--- config.mk ---
export PLATFORM = sky130hd
export DESIGN_NAME = byte_alu
export DESIGN_NICKNAME = d
export VERILOG_FILES = /design/src/rtl/byte_alu_pkg.sv /design/src/rtl/byte_alu_addsub.sv /design/src/rtl/byte_alu_logic.sv /design/src/rtl/byte_alu_shift.sv /design/src/rtl/byte_alu_flags.sv /design/src/rtl/byte_alu.sv
export SDC_FILE = /design/constraint.sdc
export NUM_CORES = 1
export LEC_CHECK = 0
export ABC_AREA = 1
export BUFFER_PORTS_ARGS = -buffer_cell sky130_fd_sc_hd__buf_2
export CAP_MARGIN = 40
export CORE_ASPECT_RATIO = 0.75
export CORE_MARGIN = 2
export CORE_UTILIZATION = 57
export DETAILED_ROUTE_END_ITERATION = 10
export GPL_ROUTABILITY_DRIVEN = 0
export GPL_TIMING_DRIVEN = 0
export PLACE_DENSITY = 0.83
export SYNTH_ARGS = -nofsm -noshare
export SYNTH_HDL_FRONTEND = slang
export SYNTH_HIERARCHICAL = 1
export SYNTH_SLANG_ARGS = --single-unit
--- constraint.sdc ---
create_clock -name vclk -period 5.1
set_clock_uncertainty 0.05 [all_clocks]
set_input_delay 0.255 -clock vclk [all_inputs]
set_output_delay 0.255 -clock vclk [all_outputs]
set_load 0.1 [all_outputs]
--- src/rtl/byte_alu_pkg.sv ---
package byte_alu_pkg;
  localparam int unsigned OP_W = 3;

  typedef enum logic [OP_W-1:0] {
    OP_ADD = 3'b000,
    OP_SUB = 3'b001,
    OP_AND = 3'b010,
    OP_OR  = 3'b011,
    OP_XOR = 3'b100,
    OP_SLT = 3'b101,
    OP_SHL = 3'b110,
    OP_SHR = 3'b111
  } alu_op_e;
endpackage

--- src/rtl/byte_alu_addsub.sv ---
module byte_alu_addsub #(
  parameter int unsigned W = 8
) (
  input  logic [W-1:0] a_i,
  input  logic [W-1:0] b_i,
  input  logic         sub_i,
  output logic [W-1:0] sum_o,
  output logic         carry_o,
  output logic         ovf_o
);
  logic [W-1:0] b_eff;
  logic [W:0]   full;

  always_comb begin
    b_eff   = sub_i ? ~b_i : b_i;
    full    = {1'b0, a_i} + {1'b0, b_eff} + {{W{1'b0}}, sub_i};
    sum_o   = full[W-1:0];
    carry_o = full[W];
    // operands of equal sign, result of the other sign
    ovf_o   = (a_i[W-1] == b_eff[W-1]) && (sum_o[W-1] != a_i[W-1]);
  end

  always_comb begin
    if (sub_i && (a_i == b_i)) begin
      p_equal_sub_no_borrow_r8: assert (carry_o && (sum_o == '0));
    end
    if (ovf_o) begin
      p_ovf_sign_flip_r9: assert (sum_o[W-1] != a_i[W-1]);
    end
  end
endmodule

--- src/rtl/byte_alu_logic.sv ---
module byte_alu_logic
  import byte_alu_pkg::*;
#(
  parameter int unsigned W = 8
) (
  input  logic [W-1:0] a_i,
  input  logic [W-1:0] b_i,
  input  alu_op_e      op_i,
  output logic [W-1:0] res_o
);
  always_comb begin
    unique case (op_i)
      OP_AND:  res_o = a_i & b_i;
      OP_OR:   res_o = a_i | b_i;
      default: res_o = a_i ^ b_i;
    endcase
  end
endmodule

--- src/rtl/byte_alu_shift.sv ---
module byte_alu_shift #(
  parameter int unsigned W = 8
) (
  input  logic [W-1:0]         a_i,
  input  logic [$clog2(W)-1:0] amt_i,
  input  logic                 left_i,
  output logic [W-1:0]         res_o
);
  localparam int unsigned SW = $clog2(W);

  logic [W-1:0] lstg [SW+1];
  logic [W-1:0] rstg [SW+1];

  assign lstg[0] = a_i;
  assign rstg[0] = a_i;

  for (genvar k = 0; k < SW; k++) begin : g_stage
    assign lstg[k+1] = amt_i[k] ? (lstg[k] << (2**k)) : lstg[k];
    assign rstg[k+1] = amt_i[k] ? (rstg[k] >> (2**k)) : rstg[k];
  end

  assign res_o = left_i ? lstg[SW] : rstg[SW];

  always_comb begin
    if (amt_i != '0) begin
      if (left_i) begin
        p_shl_zero_fill_r5: assert (res_o[0] == 1'b0);
      end else begin
        p_shr_zero_fill_r5: assert (res_o[W-1] == 1'b0);
      end
    end
  end
endmodule

--- src/rtl/byte_alu_flags.sv ---
module byte_alu_flags #(
  parameter int unsigned W = 8
) (
  input  logic [W-1:0] res_i,
  input  logic         arith_i,
  input  logic         carry_i,
  input  logic         ovf_i,
  output logic         zero_o,
  output logic         neg_o,
  output logic         carry_o,
  output logic         ovf_o
);
  assign zero_o  = (res_i == '0);
  assign neg_o   = res_i[W-1];
  assign carry_o = arith_i & carry_i;
  assign ovf_o   = arith_i & ovf_i;
endmodule

--- src/rtl/byte_alu.sv ---
module byte_alu
  import byte_alu_pkg::*;
#(
  parameter int unsigned W = 8
) (
  input  logic [W-1:0]      a_i,
  input  logic [W-1:0]      b_i,
  input  logic [OP_W-1:0]   op_i,
  output logic [W-1:0]      res_o,
  output logic              zero_o,
  output logic              neg_o,
  output logic              carry_o,
  output logic              ovf_o
);
  localparam int unsigned SW = $clog2(W);

  alu_op_e      op;
  logic         sub;
  logic         arith;
  logic [W-1:0] sum;
  logic         add_c;
  logic         add_v;
  logic [W-1:0] logic_res;
  logic [W-1:0] shift_res;
  logic         lt;

  assign op    = alu_op_e'(op_i);
  assign sub   = (op != OP_ADD);  // compare rides the subtract path
  assign arith = (op == OP_ADD) || (op == OP_SUB);
  assign lt    = sum[W-1] ^ add_v;

  byte_alu_addsub #(.W(W)) u_addsub (
    .a_i(a_i), .b_i(b_i), .sub_i(sub),
    .sum_o(sum), .carry_o(add_c), .ovf_o(add_v)
  );

  byte_alu_logic #(.W(W)) u_logic (
    .a_i(a_i), .b_i(b_i), .op_i(op), .res_o(logic_res)
  );

  byte_alu_shift #(.W(W)) u_shift (
    .a_i(a_i), .amt_i(b_i[SW-1:0]), .left_i(op == OP_SHL), .res_o(shift_res)
  );

  always_comb begin
    unique case (op)
      OP_ADD, OP_SUB:         res_o = sum;
      OP_AND, OP_OR, OP_XOR:  res_o = logic_res;
      OP_SLT:                 res_o = {{(W-1){1'b0}}, lt};
      default:                res_o = shift_res;
    endcase
  end

  byte_alu_flags #(.W(W)) u_flags (
    .res_i(res_o), .arith_i(arith), .carry_i(add_c), .ovf_i(add_v),
    .zero_o(zero_o), .neg_o(neg_o), .carry_o(carry_o), .ovf_o(ovf_o)
  );

  always_comb begin
    if (!arith) begin
      p_no_carry_ovf_r10: assert (!carry_o && !ovf_o);
    end
    if (op == OP_SLT) begin
      p_slt_range_r4: assert (res_o[W-1:1] == '0);
    end
    if (ovf_o) begin
      p_ovf_operand_signs_r9: assert (a_i[W-1] == (b_i[W-1] ^ (op == OP_SUB)));
    end
  end
endmodule

==> results of run 1 <==
where the power goes:
group / total [mW] / switching (mW) / internal (mW) / leakage [nW]
registers: 0 / 0 / 0 / 0
logic: 0.310 / 0.230 / 0.0805 / 1.11
clock network: 0 / 0 / 0 / 0
total: 0.310 / 0.230 / 0.0805 / 1.11
final timing paths:
path	end
setup / recovery	zero_o
hold / removal	ovf_o
logic make-up after synthesis:
kind of cell / share of synthesized area, %
AND/OR/NAND/NOR: 56.3
AO/OA/AOI/OAI: 2.25
buffers and inverters: 15.2
adder cells (fa/ha/maj): 18.5
XOR/XNOR: 7.80
metrics by stage:
| stage | cell area [um^2] | util, % | hold slack [ns] |
|---|---|---|---|
| floorplan | 1670 | - | 0.979 |
| global placement | 1870 | 69.1 | 1.14 |
| detailed placement | 1870 | 69.1 | 1.15 |
| CTS | 1870 | 69.1 | 1.15 |
| global route | 1870 | 69.1 | 1.21 |
| finish | 1870 | 69.1 | 1.14 |
per-layer routing:
layer	vias to the layer above	GRT usage (%)	routed length, um
li1	1010	-	-
met2	79	44.0	1830
met5	-	0	0
met3	2	2.42	367
met1	877	44.2	2240
met4	0	0.680	4
cells in the final DEF (no fill, tap or decap):
cell	count
buf_4	3
ha_1	23
a21oi_1	4
o21ai_1	1
xor2_1	11
nand3_1	72
nor2_4	2
nor2_2	5
xor2_2	1
nand2_1	86
clkinv_1	1
xnor2_1	2
nand2_4	5
fa_1	1
inv_2	2
nand4_1	2
inv_4	1
nand2_2	4
o21ai_0	1
o21bai_1	1
buf_2	31
buf_6	3
nand3_2	4
nor2_1	18
inv_1	48
worst min-delay path: cells and delay by family:
kind,cells,cell delay [ns]
simple gates,4,0.21
buf+inv,3,0.47
cell type report:
class / instances / share of cell area, %
timing repair buffer: 31 / 8.31
inverter: 52 / 10.6
multi-input combinational: 243 / 75.7
tap: 36 / 2.41
buffer: 6 / 3.01
==> metrics.md, run 1 <==
| Metric | Value |
|---|---|
| Commonest cells post-synth | nand2_1 (86), nand3_1 (72), inv_1 (48) |
| Maxcap violations | 0 |
| Final ANT Viol Nets | 0 |
| Max-slew violation count | 0 |
| RSZ-0062 raised after global routing | false |
| Drt first pass iters | 5 |
| Die area | 3380 um^2 |
| Die Height | 50.8 um |
| CP Launch Point | op_i[1] |
| Status | finished clean |
| Multi-input gate area | between 1000 and 1500 um^2 |
| Yosys top cell area share | 21.6% |
| Worst slew pin tran | around 0.53 ns |
| Starting density of the core | around 62% |
| Slowest stage delay, CP | 0.42 ns |
| Clock buffer count | 0 |
| Core Footprint | 2700 um^2 |
| Register area share after synthesis | 0% |
| Critical path arrival | 3.22 ns |
| Vias per inst | 5.35 |
| CP top delay family | simple AND/OR/NAND/NOR gates |
| Slowest-stage cell, CP | buf_2 |
| Startpoint Class | input pin |
| Rows | 16 |
| Overall routing resource usage | 28.2% |
| Layout cells sized above 1 | between 10% and 20% |
| Power per standard cell area | roughly 170 nW/um^2 |
| Avg Cell Area, Syn | 5.54 um^2 |
| PortBufs | 31 |
| Layout area overhead | 12.0% |
| Biggest area consumer among synthesized cells | nand3_1 |
| Initial antenna violation count | 0 |
| Hold_buf cts | 0 |
| ANT cells | 0 |
| Fin crit period | approximately 3.5 ns |
| Yosys warns | 6 |
| Achievable Freq | 0.283 GHz |
| Final hold violations | 0 |
| FF/Latch Area | 0 um^2 |
| Slew margin rel. | 64.8% |
| Vias in the first global route | 1651 |
| HPWL Detailed | 3710 um |
| Hold path start | a_i[7] |
| Mapped Area | between 1500 and 2000 um^2 |
| Netlist cell types | 24 |
| Via Count | 1968 |
| Post-CTS Setup Bufs | 0 |
| Final setup violation count | 0 |
| Crit path depth | 22 |
| Type of the most critical hold path | in2out |
| First-pass GRT wire length | 7550 um |
| Total negative slack | 0 ns |
| Most numerous cell in the Yosys netlist | nand2_1 |
| Crit share post-route | between 60 and 70% |
| GRT overflow | 0 |
| # IOs | 31 |
| CP Buf/Inv Count | 4 |
| Cells after Synth | ~300 |
| Avg WL per Cell | 12.1 um |
| Placed Cells | 368 |
| Dpl ws | 1.63 ns |
| Total power | between 300 and 400 uW |
| Peak VDD IR | ~130 uV |
| Worst-path maximum fanout | 8 |
| DRC Markers | 0 |
| Worst setup margin | 1.57 ns |
| Nets | 377 |
| Final Non-Filler Cells | 368 |
| Crit-path cells | buf_2 > nor2_1 > nand2_1 > buf_6 > xor2_1 > ha_1 > a21oi_1 > nand2_4 > nand2_2 > nand2_4 > nand2_2 > nand2_2 > nor2_2 > nand2_1 > inv_1 > nor2_1 > nand2_1 > nand4_1 > nor2_1 > nand2_1 > nor2_1 > buf_2 |
| Routed Wire Length | approximately 4500 um |
| Critical Setup Path Class | in2out |
| CP Capture Type | output pin |
| LEAKAGE | between 1 and 1.5 nW |
| Ranking of synthesized cells by area | nand3_1 (22%), nand2_1 (19%), ha_1 (17%) |
| Die width | 66.5 um |
| Synth Net Count | 344 |
| FILL cells | 297 |
| Post_cts resized | 0 |
| FF+latch count | 0 |
| DRT iter0 DRCs | 183 |
| Worst hold stages | 7 |
| CP required | 4.80 ns |
| Largest net degree at the start of global routing | 12 |
(Power assumes the default switching activity.)
==> inputs of run 2 (changes only) <==
CORE_UTILIZATION = 54   (was 57)
PLACE_DENSITY = 0.82   (was 0.83)
clock period = 3.2 ns   (was 5.1 ns; I/O delays follow)
==> run 2 against run 1 <==
Combinational power up 64%. Flip-flop and latch count unchanged. Core utilization down 3.1 points. Die area up 5.2%. Critical path depth unchanged. Hold slack worse by 0.16 ns. Global-route usage down 2.0 points. First-iteration DRC count down 1.6%. Power up 64%. Cell area up 3.8%. Count of clock-buffer cells in the layout unchanged. Cell count up 0.82%. Largest power group unchanged.
==> metrics.md, run 2 (same netlist as run 1, synthesis figures left out) <==
| Metric | Value |
|---|---|
| Max-slew violation count | 0 (unchanged) |
| Final setup violation count | 0 (unchanged) |
| Most common cell after layout, fill and taps aside | nand2_1 |
| Comb pwr share | 100.0% (about the same) |
| Worst-path maximum fanout | 8 (unchanged) |
| ANT cells | 0 (unchanged) |
| Dpl ws | -0.0255 ns (-1.65 ns) |
| Achievable Freq | 0.335 GHz |
| Startpoint Class | input pin |
| Busiest layer in global routing | met2 |
| Switching share of power | 72.9% (-1.1 points) |
| Core Footprint | 2940 um^2 (+8.6%) |
| Layout cells sized above 1 | 20.1% (+1.7 points) |
| Met2 usage | 44.3% (+0.34 points) |
| Vias in the first global route | 1585 (-4.0%) |
| CP Capture Type | output pin |
| FF/Latch Area | 0 um^2 (unchanged) |
| Critical path arrival | 2.78 ns (-0.44 ns) |
| Die width | 68.2 um (+2.6%) |
| Die Height | 52.1 um (+2.5%) |
| Final Cell Area | 1940 um^2 (+3.8%) |
| Clock network power share | 0% (unchanged) |
| Hold WS | 0.984 ns (-0.156 ns) |
| Via Count | 1955 (-0.66%) |
| CP required | 2.99 ns (-1.81 ns) |
| Fin crit period | 2.99 ns |
| Switching pwr | 370 uW (+61%) |
| Avg WL per Cell | 11.9 um (-1.5%) |
| Drt first pass iters | 4 (-1) |
| Sequential Power Share | 0% (unchanged) |
| Worst slew pin tran | 0.676 ns (+0.150 ns) |
| Routed Wire Length | 4420 um (-0.70%) |
| Final ANT Viol Nets | 0 (unchanged) |
| Maxcap violations | 0 (unchanged) |
| Critical Setup Path Class | in2out |
| Routing usage on met1 | 39.1% (-5.0 points) |
| Final hold violations | 0 (unchanged) |
| FF+latch count | 0 (unchanged) |
| Die area | 3550 um^2 (+5.2%) |
| Overall routing resource usage | 26.2% (-2.0 points) |
| Status | finished clean |
| First-pass GRT wire length | 7140 um (-5.4%) |
| PortBufs | 31 (unchanged) |
| Rows | 17 (+1) |
| RSZ-0062 raised after global routing | false |
| Nets | 378 (+0.27%) |
| GRT overflow | 0 (unchanged) |
| Most frequent cells in the layout | nand2_1 (86), nand3_1 (72), inv_1 (47) |
| Total negative slack | 0 ns (unchanged) |
| Vias per inst | 5.27 (-1.5%) |
| Pint | 137 uW (+71%) |
| Slew margin rel. | 54.8% (-10 points) |
| HPWL Detailed | 3650 um (-1.6%) |
| # IOs | 31 (unchanged) |
| Largest net degree at the start of global routing | 12 (unchanged) |
| Peak VDD IR | 190 uV (+47%) |
| Initial antenna violation count | 0 (unchanged) |
| Power per standard cell area | 262 nW/um^2 (+58%) |
| Clock buffer count | 0 (unchanged) |
| Finished Core Util | 66.1% (-3.1 points) |
| Hold_buf cts | 0 (unchanged) |
| DRT iter0 DRCs | 180 (-1.6%) |
| GR Util met3 | 0% (-2.4 points) |
| Type of the most critical hold path | in2out |
| DRC Markers | 0 (unchanged) |
| Starting density of the core | 56.8% (-4.9 points) |
| Area after DPL | 1900 um^2 (+1.5%) |
| LEAKAGE | 1.13 nW (+1.6%) |
| Layout area overhead | 16.3% |
| Worst setup margin | 0.213 ns (-1.36 ns) |
| Crit share post-route | 93.4% |
-- run 2: power by group through the flow --
stage | Clock (mW) | Sequential [mW] | Combinational (mW)
2_1_floorplan | 0 | 0 | 0.399
3_3_place_gp | 0 | 0 | 0.488
3_5_place_dp | 0 | 0 | 0.494
4_1_cts | 0 | 0 | 0.496
5_1_grt | 0 | 0 | 0.552
6_report | 0 | 0 | 0.507
-- run 2: what timing repair did --
action / 4_1_cts / 5_1_grt
setup buffers: 0 / 1
gates resized for setup: 1 / 7
endpoints found under the setup margin: 1 / 1
pin swaps: 0 / 5
-- run 2: final cells by class --
cell class                 instances  area, um^2
buffer                             6        60.1
fill                             309         996
inverter                          52         198
multi-input combinational        243        1460
tap                               38        47.5
timing repair buffer              32         178
-- run 2: critical path, stage by stage --
cell     delay (ns)
buf_2          0.16
nor2_4         0.13
nand2_1        0.08
buf_8          0.16
xor2_1         0.17
ha_1           0.35
a21oi_2        0.20
nand2_4        0.08
nand2_2        0.07
nand2_4        0.07
nand2_2        0.07
nand2_2        0.06
nor2_4         0.12
nand2_1        0.06
inv_1          0.05
nor2_1         0.04
nand2_1        0.05
nand4_1        0.13
nor2_1         0.14
nand2_1        0.10
nor2_4         0.13
buf_12         0.18
-- run 2: path summary, 6_finish.rpt --
check	start	end	slack (ns)	depth (start not counted)
setup / recovery	op_i[1]	zero_o	0.21	22
hold / removal	a_i[7]	ovf_o	0.98	7
-- run 2: stage by stage --
step | power, mW | instances
after floorplan | 0.399 | 301
after global routing | 0.552 | 371
final | 0.507 | 371
after detailed placement | 0.494 | 370
after global placement | 0.488 | 370
after CTS | 0.496 | 370
-- run 2: routing by layer --
metal / vias up / share of wire [%]
met1: 884 / 49
met4: 0 / 0.32
met5: - / 0
met3: 2 / 5.7
met2: 50 / 45
li1: 1019 / -
==> inputs of run 3 (changes only) <==
PLACE_DENSITY = 0.81   (was 0.82)
==> run 3 against run 2 <==
Fmax is essentially flat. Via count is 0.72% higher. Critical path depth unchanged. Highest routed layer unchanged. Sequential share of layout area is the same. Non-clock buffer count did not move.
==> metrics.md, run 3 (same netlist as run 1, synthesis figures left out) <==
| Metric | Value |
|---|---|
| Hold WS | 0.976 ns (-0.00831 ns) |
| Final hold violations | 0 (unchanged) |
| Total negative slack | 0 ns (unchanged) |
| Starting density of the core | 56.8% (unchanged) |
| Max-slew violation count | 0 (unchanged) |
| Finished Core Util | 66.2% (+0.17 points) |
| Vias in the first global route | 1595 (+0.63%) |
| Startpoint Class | input pin |
| Worst hold stages | 6 (-1) |
| Crit share post-route | 93.4% (about the same) |
| Via Count | 1969 (+0.72%) |
| Final ANT Viol Nets | 0 (unchanged) |
| # IOs | 31 (unchanged) |
| PortBufs | 31 (unchanged) |
| Fin crit period | 2.99 ns (+0.0000670 ns) |
| Die width | 68.2 um (unchanged) |
| Worst-path maximum fanout | 8 (unchanged) |
| Power per standard cell area | 260 nW/um^2 (-0.59%) |
| Total power | 506 uW (-0.34%) |
| Routed Wire Length | 4400 um (-0.52%) |
| Vias per inst | 5.31 (+0.72%) |
| Final Non-Filler Cells | 371 (unchanged) |
| Maxcap violations | 0 (unchanged) |
| Avg WL per Cell | 11.8 um (-0.52%) |
| Overall routing resource usage | 26.3% (+0.15 points) |
| Clock buffer count | 0 (unchanged) |
| FF/Latch Area | 0 um^2 (unchanged) |
| CP required | 2.99 ns (about the same) |
| Core Footprint | 2940 um^2 (unchanged) |
| Largest net degree at the start of global routing | 12 (unchanged) |
| Die area | 3550 um^2 (unchanged) |
| Rows | 17 (unchanged) |
| Slew margin rel. | 58.2% (+3.4 points) |
| FILL cells | 299 (-3.2%) |
| HPWL Detailed | 3630 um (-0.51%) |
| Most frequent cells in the layout | nand2_1 (86), nand3_1 (72), inv_1 (47) |
| Peak VDD IR | 145 uV (-24%) |
| Most common cell after layout, fill and taps aside | nand2_1 |
| Nets | 378 (unchanged) |
| Layout cells sized above 1 | 20.4% (+0.30 points) |
| Initial antenna violation count | 0 (unchanged) |
| DRC Markers | 0 (unchanged) |
| First-pass GRT wire length | 7200 um (+0.87%) |
| Die Height | 52.1 um (unchanged) |
| Drt first pass iters | 5 (+1) |
| LEAKAGE | 1.13 nW (+0.11%) |
| Placed Cells | 370 (unchanged) |
| Worst slew pin tran | 0.625 ns (-0.0508 ns) |
| Layout area overhead | 16.6% |
| ANT cells | 0 (unchanged) |
| DRT iter0 DRCs | 172 (-4.4%) |
| Final setup violation count | 0 (unchanged) |
| Type of the most critical hold path | in2out |
| Critical path arrival | 2.78 ns (about the same) |
| GRT overflow | 0 (unchanged) |
| Status | finished clean |
| FF+latch count | 0 (unchanged) |
| CP Capture Type | output pin |
| Achievable Freq | 0.335 GHz (about the same) |
| Critical Setup Path Class | in2out |
==> run 3: cell counts in the layout (fill, tap and decap cells not counted) <==
No cell type changed its count.
==> run 3: worst paths after layout <==
path | start | slack (ns) | to
max | op_i[0] | 0.21 | zero_o
min | op_i[1] | 0.98 | ovf_o
==> run 3: critical path, stage by stage <==
cell	delay, ns
buf_2	0.14
nor2_4	0.12
nand2_1	0.09
buf_8	0.16
xor2_1	0.17
ha_1	0.37
a21oi_2	0.21
nand2_4	0.08
nand2_2	0.07
nand2_4	0.08
nand2_2	0.08
nand2_2	0.06
nor2_4	0.09
nand2_1	0.06
inv_1	0.05
nor2_1	0.04
nand2_1	0.06
nand4_1	0.14
nor2_1	0.16
nand2_1	0.10
nor2_4	0.11
buf_12	0.18
==> run 3: what timing repair did <==
action	in CTS	in global routing
endpoints found under the setup margin	1	1
hold buffers	0	0
setup buffers	0	1
pin swaps	0	8
gates cloned	0	0
resized for setup	1	10
==> run 3: metrics by stage <==
step | cell area, um^2 | setup WS [ns]
2_1_floorplan | 1690 | -0.630
3_3_place_gp | 1900 | 0.0100
5_1_grt | 1940 | -0.00199
6_report | 1940 | 0.213
3_5_place_dp | 1900 | -0.0436
4_1_cts | 1900 | 0.0800
==> run 3: area by class of cell <==
class,instances,area [um^2],area share [%]
well taps,38,47.5,2.45
plain buffers,6,60.1,3.09
inverters,52,198,10.2
repair buffers,32,180,9.27
multi-input cells,243,1460,75.0
==> run 3: where the power goes <==
group	total, mW	leakage [nW]	internal [mW]	switching, mW
Combinational	0.505	1.13	0.136	0.369
Clock	0	0	0	0
Sequential	0	0	0	0
==> run 3: routing by layer <==
| metal | track usage (%) | wire length [um] | part of all wire (%) | vias up |
|---|---|---|---|---|
| met2 | 43.7 | 1980 | 45 | 78 |
| met4 | 0.667 | 6 | 0.14 | 0 |
| met1 | 40.1 | 2080 | 47 | 867 |
| met5 | 0 | 0 | 0 | - |
| li1 | - | - | - | 1022 |
| met3 | 0 | 334 | 7.6 | 2 |
